### config.mk
export PLATFORM = sky130hd
export DESIGN_NAME = ir_frame_sequencer
export DESIGN_NICKNAME = d
export VERILOG_FILES = /design/src/rtl/frame_seq_pkg.sv /design/src/rtl/frame_seq_timer.sv /design/src/rtl/frame_seq_idx_ctr.sv /design/src/rtl/ir_frame_sequencer.sv
export SDC_FILE = /design/constraint.sdc
export NUM_CORES = 1
export LEC_CHECK = 0
export BUFFER_PORTS_ARGS = -buffer_cell sky130_fd_sc_hd__buf_2
export CAP_MARGIN = 25
export CORE_ASPECT_RATIO = 1.2
export CORE_UTILIZATION = 56
export DETAILED_ROUTE_END_ITERATION = 6
export HOLD_SLACK_MARGIN = 0.15
export PLACE_DENSITY = 0.9
export REMOVE_ABC_BUFFERS = 1
export SETUP_SLACK_MARGIN = 0.05
export SYNTH_ARGS = -nofsm -noshare
export SYNTH_HDL_FRONTEND = slang
export SYNTH_SLANG_ARGS = --single-unit
### constraint.sdc
create_clock -name clk -period 2.65 [get_ports clk]
set_input_delay 0.3975 -clock clk [delete_from_list [all_inputs] [get_ports clk]]
set_output_delay 0.3975 -clock clk [all_outputs]
set_load 0.01 [all_outputs]
### src/rtl/frame_seq_pkg.sv
`timescale 1ns/1ps
package frame_seq_pkg;

    typedef enum logic [3:0] {
        ST_IDLE,
        ST_CLAMP,
        ST_ROWRST,
        ST_GLBRST,
        ST_ROWARM,
        ST_PIXODD,
        ST_PIXEVEN,
        ST_LASTPIX,
        ST_ARREND,
        ST_INTEG
    } seq_state_t;

    // Bit positions inside the one-hot phase vector
    localparam int PH_RESET = 0;
    localparam int PH_ROW   = 1;
    localparam int PH_COL   = 2;
    localparam int PH_INTEG = 3;

    typedef enum logic [1:0] {
        STEP_NONE   = 2'b00,
        STEP_CLAMP  = 2'b01,
        STEP_ROWRST = 2'b10,
        STEP_GLBRST = 2'b11
    } rst_step_t;

endpackage

### src/rtl/frame_seq_timer.sv
`timescale 1ns/1ps
// Down-counting duration timer: loaded on entry to a timed state,
// last_o marks the final cycle of that state. A length of 0 acts as 1.
module frame_seq_timer #(
    parameter int W = 16
) (
    input  logic         clk,
    input  logic         rst,
    input  logic         load_i,
    input  logic [W-1:0] len_i,
    output logic         last_o
);

    logic [W-1:0] cnt_q;

    always_ff @(posedge clk) begin
        if (rst) begin
            cnt_q <= '0;
        end else if (load_i) begin
            cnt_q <= (len_i == '0) ? W'(1) : len_i;
        end else if (cnt_q != '0) begin
            cnt_q <= cnt_q - W'(1);
        end
    end

    assign last_o = (cnt_q <= W'(1));

endmodule

### src/rtl/frame_seq_idx_ctr.sv
`timescale 1ns/1ps
// Index counter with synchronous clear (priority) and increment.
module frame_seq_idx_ctr #(
    parameter int W = 4
) (
    input  logic         clk,
    input  logic         rst,
    input  logic         clr_i,
    input  logic         inc_i,
    output logic [W-1:0] val_o
);

    logic [W-1:0] val_q;

    always_ff @(posedge clk) begin
        if (rst || clr_i) begin
            val_q <= '0;
        end else if (inc_i) begin
            val_q <= val_q + W'(1);
        end
    end

    assign val_o = val_q;

endmodule

### src/rtl/ir_frame_sequencer.sv
`timescale 1ns/1ps
module ir_frame_sequencer
    import frame_seq_pkg::*;
#(
    parameter int ROWS       = 2048,
    parameter int COLS       = 16,
    parameter int CLAMP_CYC  = 4,
    parameter int ROWRST_CYC = 10,
    parameter int GLBRST_CYC = 582,
    parameter int INT_W      = 16,
    localparam int ROW_W     = (ROWS > 1) ? $clog2(ROWS) : 1,
    localparam int COL_W     = $clog2(COLS + 1)
) (
    input  logic             clk,
    input  logic             rst,
    input  logic             start_i,
    input  logic             read_flag_i,
    input  logic [INT_W-1:0] int_cycles_i,
    output logic [3:0]       phase_o,
    output logic [1:0]       reset_step_o,
    output logic [ROW_W-1:0] row_idx_o,
    output logic [1:0]       row_type_o,
    output logic [COL_W-1:0] col_idx_o,
    output logic             pix_odd_o,
    output logic             pix_even_o,
    output logic [1:0]       read_idx_o,
    output logic             array_end_o,
    output logic             done_o
);

    localparam logic [INT_W-1:0] LEN_CLAMP  = INT_W'(CLAMP_CYC);
    localparam logic [INT_W-1:0] LEN_ROWRST = INT_W'(ROWRST_CYC);
    localparam logic [INT_W-1:0] LEN_GLBRST = INT_W'(GLBRST_CYC);
    localparam logic [ROW_W-1:0] ROW_LAST   = ROW_W'(ROWS - 1);
    localparam logic [COL_W-1:0] COL_LAST   = COL_W'(COLS - 1);

    seq_state_t       state_q, state_d;
    logic             dbl_q;
    logic [INT_W-1:0] int_len_q;
    logic [1:0]       read_q;

    logic             tmr_load, tmr_last;
    logic [INT_W-1:0] tmr_len;
    logic             row_clr, row_inc, col_clr, col_inc;
    logic [ROW_W-1:0] row_q;
    logic [COL_W-1:0] col_q;
    logic             second_pending;

    // A second read is still owed after read 1 of a double-sampled frame
    assign second_pending = dbl_q && (read_q == 2'd1);

    frame_seq_timer #(.W(INT_W)) u_timer (
        .clk    (clk),
        .rst    (rst),
        .load_i (tmr_load),
        .len_i  (tmr_len),
        .last_o (tmr_last)
    );

    frame_seq_idx_ctr #(.W(ROW_W)) u_row_ctr (
        .clk    (clk),
        .rst    (rst),
        .clr_i  (row_clr),
        .inc_i  (row_inc),
        .val_o  (row_q)
    );

    frame_seq_idx_ctr #(.W(COL_W)) u_col_ctr (
        .clk    (clk),
        .rst    (rst),
        .clr_i  (col_clr),
        .inc_i  (col_inc),
        .val_o  (col_q)
    );

    // Next-state and control decode
    always_comb begin
        state_d  = state_q;
        tmr_load = 1'b0;
        tmr_len  = '0;
        row_clr  = 1'b0;
        row_inc  = 1'b0;
        col_clr  = 1'b0;
        col_inc  = 1'b0;
        unique case (state_q)
            ST_IDLE: begin
                if (start_i) begin
                    state_d  = ST_CLAMP;
                    tmr_load = 1'b1;
                    tmr_len  = LEN_CLAMP;
                end
            end
            ST_CLAMP: begin
                if (tmr_last) begin
                    if (read_q == 2'd1) begin
                        state_d  = ST_ROWRST;
                        tmr_load = 1'b1;
                        tmr_len  = LEN_ROWRST;
                    end else begin
                        state_d  = ST_ROWARM;
                    end
                end
            end
            ST_ROWRST: begin
                if (tmr_last) begin
                    state_d  = ST_GLBRST;
                    tmr_load = 1'b1;
                    tmr_len  = LEN_GLBRST;
                end
            end
            ST_GLBRST: begin
                if (tmr_last) state_d = ST_ROWARM;
            end
            ST_ROWARM: begin
                state_d = ST_PIXODD;
            end
            ST_PIXODD: begin
                state_d = ST_PIXEVEN;
            end
            ST_PIXEVEN: begin
                col_inc = 1'b1;
                state_d = (col_q == COL_LAST) ? ST_LASTPIX : ST_PIXODD;
            end
            ST_LASTPIX: begin
                col_clr = 1'b1;
                if (row_q == ROW_LAST) begin
                    state_d = ST_ARREND;
                end else begin
                    row_inc = 1'b1;
                    state_d = ST_ROWARM;
                end
            end
            ST_ARREND: begin
                row_clr = 1'b1;
                if (second_pending) begin
                    state_d  = ST_INTEG;
                    tmr_load = 1'b1;
                    tmr_len  = int_len_q;
                end else begin
                    state_d  = ST_IDLE;
                end
            end
            ST_INTEG: begin
                if (tmr_last) begin
                    state_d  = ST_CLAMP;
                    tmr_load = 1'b1;
                    tmr_len  = LEN_CLAMP;
                end
            end
            default: state_d = ST_IDLE;
        endcase
    end

    // State and frame-context registers
    always_ff @(posedge clk) begin
        if (rst) begin
            state_q   <= ST_IDLE;
            dbl_q     <= 1'b0;
            int_len_q <= '0;
            read_q    <= 2'd0;
        end else begin
            state_q <= state_d;
            if (state_q == ST_IDLE && start_i) begin
                dbl_q     <= read_flag_i;
                int_len_q <= int_cycles_i;
                read_q    <= 2'd1;
            end else if (state_q == ST_INTEG && tmr_last) begin
                read_q    <= 2'd2;
            end else if (state_q == ST_ARREND && !second_pending) begin
                read_q    <= 2'd0;
            end
        end
    end

    // Moore outputs
    always_comb begin
        phase_o      = 4'b0000;
        reset_step_o = STEP_NONE;
        pix_odd_o    = 1'b0;
        pix_even_o   = 1'b0;
        array_end_o  = 1'b0;
        done_o       = 1'b0;
        unique case (state_q)
            ST_IDLE: ;
            ST_CLAMP: begin
                phase_o[PH_RESET] = 1'b1;
                reset_step_o      = STEP_CLAMP;
            end
            ST_ROWRST: begin
                phase_o[PH_RESET] = 1'b1;
                reset_step_o      = STEP_ROWRST;
            end
            ST_GLBRST: begin
                phase_o[PH_RESET] = 1'b1;
                reset_step_o      = STEP_GLBRST;
            end
            ST_ROWARM, ST_LASTPIX: begin
                phase_o[PH_ROW] = 1'b1;
            end
            ST_PIXODD: begin
                phase_o[PH_COL] = 1'b1;
                pix_odd_o       = 1'b1;
            end
            ST_PIXEVEN: begin
                phase_o[PH_COL] = 1'b1;
                pix_even_o      = 1'b1;
            end
            ST_ARREND: begin
                phase_o[PH_ROW] = 1'b1;
                array_end_o     = 1'b1;
                done_o          = !second_pending;
            end
            ST_INTEG: begin
                phase_o[PH_INTEG] = 1'b1;
            end
            default: ;
        endcase
    end

    assign row_idx_o  = row_q;
    assign col_idx_o  = col_q;
    assign read_idx_o = read_q;

    generate
        if (ROW_W >= 2) begin : g_rtype_wide
            assign row_type_o = row_q[1:0];
        end else begin : g_rtype_narrow
            assign row_type_o = {1'b0, row_q};
        end
    endgenerate

endmodule

# After elaboration in Yosys (flattened, before gate mapping)
# Index checks and enable logic that the tools add are counted.
[op_classes]
eq_ne = 17
n_div = 0
n_addsub = 3
reduce_logical = 19
n_mul = 0
bitwise = 0
mux = 41
shifts = 0
order_cmp = 1
[ops]
columns = ["op", "count"]
rows = [
  ["16-bit case mux with 5 select lines", 1],
  ["16-bit two-way mux", 4],
  ["4-bit case mux with 10 select lines", 1],
  ["4-bit two-way mux", 9],
  ["1-bit two-way mux", 17],
  ["4-bit by 3-bit == test with 1-bit output, second input constant", 4],
  ["16-bit by 1-bit less-or-equal comparator with 1-bit output, second input constant", 1],
  ["16-bit logical NOT", 1],
  ["16-bit nonzero test", 1],
  ["16-bit by 1-bit subtractor with 16-bit output, second input constant", 1],
  ["11-bit by 1-bit adder with 11-bit output, second input constant", 1],
  ["11-bit == test, second input constant", 1],
  ["10-bit two-way mux", 1],
  ["2-bit inequality test, second input constant", 5],
  ["3-bit two-way mux", 3],
  ["4-bit by 2-bit == test with 1-bit output, second input constant", 2],
  ["4-bit == test, second input constant", 2],
  ["2-bit two-way mux", 3],
  ["2-bit case mux with 3 select lines", 1],
  ["2-bit OR reduction", 3],
  ["3-bit OR reduction", 2],
  ["5-bit by 1-bit adder with 5-bit output, second input constant", 1],
  ["5-bit by 4-bit == test with 1-bit output, second input constant", 1],
  ["5-bit AND reduction", 1],
  ["other kinds (9)", 14],
]
[word_totals]
romBits = 0
register_bits = 55
input_bits = 20
wordCells = 89
mem_bits_rw = 0
memories = 0
output_inout_bits = 30
latch_bits = 0

# Depth between registers and ports, before layout
[depth]
ltp_word = 7
depth_mapped = 9
mapped_depth_nobuf = 7

# Modules after synthesis
# Synthesis repeated with hierarchy kept, for this count alone.
[unflattened]
cells_unflattened = 383
area_unflattened_um2 = 3075.4
[by_module_without_submodules]
columns = ["mod", "area_per_inst_um2", "cells_per_inst", "instances", "seq_area_each_um2"]
rows = [
  ["ir_frame_sequencer", 1268.7, 176, 1, 460.4],
  ["frame_seq_timer", 1042.2, 127, 1, 320.3],
  ["frame_seq_idx_ctr at u_row_ctr", 525.5, 57, 1, 220.2],
  ["frame_seq_idx_ctr at u_col_ctr", 239.0, 23, 1, 100.1],
]

# Worst setup path after synthesis
# Ideal clock, no wire load.
[synth_timing]
kind = "reg-to-reg"
startpoint = "register u_timer.cnt_q[9]"
endpoint = "register state_q[1]"
setup_time_ns = 0.065
synth_period_minus_slack_ns = 2.156
slack_ns = 0.494
path_stages_with_launch = 7
n_path_buf = 0
required_time_ns = 2.585
arrival_time_ns = 2.091
path_cell_list = "dfxtp_1 -> or4_4 -> or3_4 -> or3_4 -> a221oi_2 -> a22oi_1 -> nor2_1"
[synth_via]
elab_chain_len = 3
word_cells_on_any_way = 6
classes_between = "order compare: 1; eq/ne: 4; reduce/logical: 1"
[synth_rtl]
columns = ["item", "line_no", "text"]
rows = [
  ["start: declaration", "frame_seq_timer.sv:14", "logic [W-1:0] cnt_q;"],
  ["start signal: assignment", "frame_seq_timer.sv:20", "cnt_q <= (len_i == '0) ? W'(1) : len_i;"],
  ["start signal: assignment", "frame_seq_timer.sv:22", "cnt_q <= cnt_q - W'(1);"],
  ["16-bit by 1-bit less-or-equal comparator with 1-bit output (*)", "frame_seq_timer.sv:26", "assign last_o = (cnt_q <= W'(1));"],
  ["2-bit inequality test (no source line)", "-", ""],
  ["5-bit AND reduction (no source line) (*)", "-", ""],
  ["end signal: assignment", "ir_frame_sequencer.sv:162", "state_q <= state_d;"],
  ["end: declaration", "ir_frame_sequencer.sv:37", "seq_state_t state_q, state_d;"],
]
# Every way passes the cells marked *; elsewhere a longest branch is shown, timed or not.
# A chain may end at the register's enable or synchronous reset.

# Worst setup path in the final report
[layout_timing]
startpoint = "register u_timer.cnt_q[9]"
endpoint = "register u_timer.cnt_q[2]"
[layout_via]
elab_chain_len = 6
word_cells_on_any_way = 13
classes_between = "order compare: 1; mux: 9; reduce/logical: 3"
[layout_rtl]
columns = ["item", "line_no", "text"]
rows = [
  ["16-bit by 1-bit less-or-equal comparator with 1-bit output", "frame_seq_timer.sv:26", ""],
  ["4-bit two-way mux (tied with other cells)", "ir_frame_sequencer.sv:94", "if (tmr_last) begin"],
  ["16-bit case mux with 5 select lines", "ir_frame_sequencer.sv:85", "unique case (state_q)"],
  ["16-bit logical NOT", "frame_seq_timer.sv:20", ""],
  ["16-bit two-way mux", "frame_seq_timer.sv:20", ""],
  ["16-bit two-way mux", "frame_seq_timer.sv:19", "end else if (load_i) begin"],
]
# Several ways; a longest one is shown, not always the timed one.

==> results.ini <==
[status]
status=finished clean

[final_layout]
areaGrowthSynthToFinish_pct=12.9
register_area_um2=1100
drive_above_1_share_pct=19.2
antenna_cells=0
final_nets=415
fillCellCount=356
final_common_cell=nand2_1
final_cell_mix=nand2_1, dfxtp_1, buf_2, nor2_1, a21oi_1
multi_input_area_um2=1570

[logic_synthesis]
syn_avg_cell_area_um2=8.17
ys_seq_area_share_pct=39.1
synthSimpleGateAreaFrac_pct=28.1
synth_top_family_by_area=simple AND/OR/NAND/NOR gates
syn_inst=345
synth_fa_ha_area_share_pct=2.66
syn_area_um2=2820
synth_xor_area_share_pct=6.84
yosysTopAreaCell=dfxtp_1
ys_ff_latch=55
synthMuxAreaShare_pct=0.710
synth-main-ff-cell=dfxtp_1
synth_area_leaders=dfxtp_1, nand2_1, nor2_1, a21oi_1, xor2_1
ys_types=55
synth-compound-area-share_pct=17.4
async_flop_share_pct=0
ys_warn_count=0
synth-edff-count=0
yosysTopAreaCellShare_pct=39.1

[routing]
drt-total-wl_um=6440
dr.pass1.iters=4
post_drt_wl_per_cell_um=14.4
routed_via_density=5.88
ant_nets=0
drc=0
via_count=2635
drtIter0Drc=151

[sta]
tns_ns=0
slew_headroom_pct=55.9
worstMarginPinSlew_ns=0.660
setup-violations-final=0
report.final.slew_viol_count=0
fmax_ghz=0.419
rsz0062_at_grt=no
holdWs_ns=0.300
clock_skew_ns=0.0104
min_period_ns=2.38
hold_viol=0
period_share_pct=90.0

[pwr]
switching_power_uw=1440
powerDensity_nw_per_um2=1080
combPwrFrac_pct=48.8
ir_worst_vdd_mv=0.634
power.internal_uw=1980
clkPwrFrac_pct=16.9
power_frac_seq_pct=34.3
leakagePower_uw=0.00141
sw_frac_of_total_pct=42.1

[critical_path]
crit_type=register to register
startpoint_type=register
critPathRequiredTime_ns=2.89
critPathMaxFanout=14
cp-end-kind=register
arrival_ns=2.63

[die]
core_area_um2=4700
start_util_pct=60.0
dieArea_um2=5320
rows=27
die_y_um=79.7
die_w_um=66.8
ios=50

[job]
cap_violations=0

[global_route]
grt_overflow_total=0
first_global_vias=2397
grt_pass1_wl_um=10600
grt_usage_pct=26.1
grt_start_max_net_pins=32
antenna_found_initial=0

[clock_tree]
cts_resized=0
clkSinkCount=55
cts_setup_buffers=0
cts_tree=yes
clock_path_buffers=2
cts_root_buffer=clkbuf_8
clock_latency_ns=0.32
cts.htree.levels=2
path_clk_slew_ns=0.11
cts_inserted_buffers=5
cts_hold_buf=0

[placement]
dp_hpwl_um=4740
io_buffers=49
gp_congestion=0.885

[min_path]
hold_class=primary input to register

kinds of logic (layout without fill, tap and decap cells):
group                      Yosys count  count (layout)
DFF                                 55              55
and+or+nand+nor                    162             162
muxes                                2               2
xor gates and xnor gates            22              22
adders and majority gates            6               6
AOI/OAI and AO/OA                   71              71
buffers and inverters               27              72
worst paths after layout:
| check | from | end | slack (ns) | cells past startpoint |
|---|---|---|---|---|
| min | int_cycles_i[10] | int_len_q[10]$_SDFFE_PP0P_ | 0.30 | 3 |
| max reg2reg | u_timer.cnt_q[9]$_SDFFE_PP0P_ | u_timer.cnt_q[2]$_SDFFE_PP0P_ | 0.27 | 6 |
| max | u_timer.cnt_q[9]$_SDFFE_PP0P_ | u_timer.cnt_q[2]$_SDFFE_PP0P_ | 0.27 | 6 |
| min reg2reg | int_len_q[12]$_SDFFE_PP0P_ | int_len_q[12]$_SDFFE_PP0P_ | 0.49 | 2 |
power by group through the flow:
stage / clock network [uW] / registers, uW / logic (uW)
floorplan: 0 / 1160 / 1250
CTS: 580 / 1170 / 1660
detailed placement: 0 / 1190 / 1640
global route: 606 / 1200 / 1850
finish: 578 / 1180 / 1670
global placement: 0 / 1180 / 1570
cell usage after synthesis (3+ instances only):
| cell | instances |
|---|---|
| nor3_1 | 9 |
| a21oi_1 | 31 |
| and4_1 | 3 |
| nor2b_1 | 3 |
| dfxtp_1 | 55 |
| nand2_1 | 57 |
| ha_1 | 6 |
| nand3_1 | 7 |
| xnor2_1 | 10 |
| nor2_1 | 46 |
| a22oi_1 | 12 |
| a211o_1 | 3 |
| nor4_1 | 6 |
| a221oi_1 | 3 |
| inv_1 | 9 |
| xor2_1 | 12 |
| clkbuf_1 | 9 |
| and3_1 | 6 |
| buf_6 | 3 |
| nand4_1 | 7 |
| a31oi_1 | 4 |
| o21ai_0 | 4 |
worst max-delay path: stages, from the launching register on:
cell       delay, ns
dfxtp_1         0.37
or4_4           0.57
or3_4           0.39
a2111oi_4       0.23
nor3_2          0.12
a31o_1          0.42
a31oi_1         0.22
routing by layer:
layer | wire length [um] | GRT usage, % | part of all wire [%]
met4 | 168 | 13.4 | 2.6
met2 | 3190 | 42.8 | 50
met5 | 0 | 0 | 0
met3 | 330 | 4.29 | 5.1
met1 | 2750 | 32.2 | 43
flip-flops by register name, summed over array words and instances, names as in the netlist:
signal / count
int_len_q: 16
u_timer.cnt_q: 16
dbl_q: 1
state_q: 4
read_idx_o: 2
u_row_ctr.val_o: 11
u_col_ctr.val_o: 5
stage by stage:
| step | power, uW | utilization [%] | worst slack, ns | area (um^2) | std cells |
|---|---|---|---|---|---|
| after global placement | 2750 | 65.3 | 0.349 | 3070 | 440 |
| final | 3430 | 67.8 | 0.266 | 3180 | 448 |
| after floorplan | 2420 | - | 0.226 | 2700 | 327 |
| after global routing | 3650 | 67.8 | 0.131 | 3180 | 448 |
| after detailed placement | 2830 | 65.3 | 0.339 | 3070 | 440 |
| after CTS | 3400 | 67.8 | 0.313 | 3180 | 448 |
area by class of cell:
cell class                      instances  share of cell area (%)
Multi-Input combinational cell        263                    49.3
Sequential cell                        55                    34.6
Timing Repair Buffer                   55                    9.12
Tap cell                               58                    2.28
Clock buffer                            5                    2.16
Clock inverter                          3                    1.45
Inverter                                9                    1.06
(Power assumes the default switching activity.)
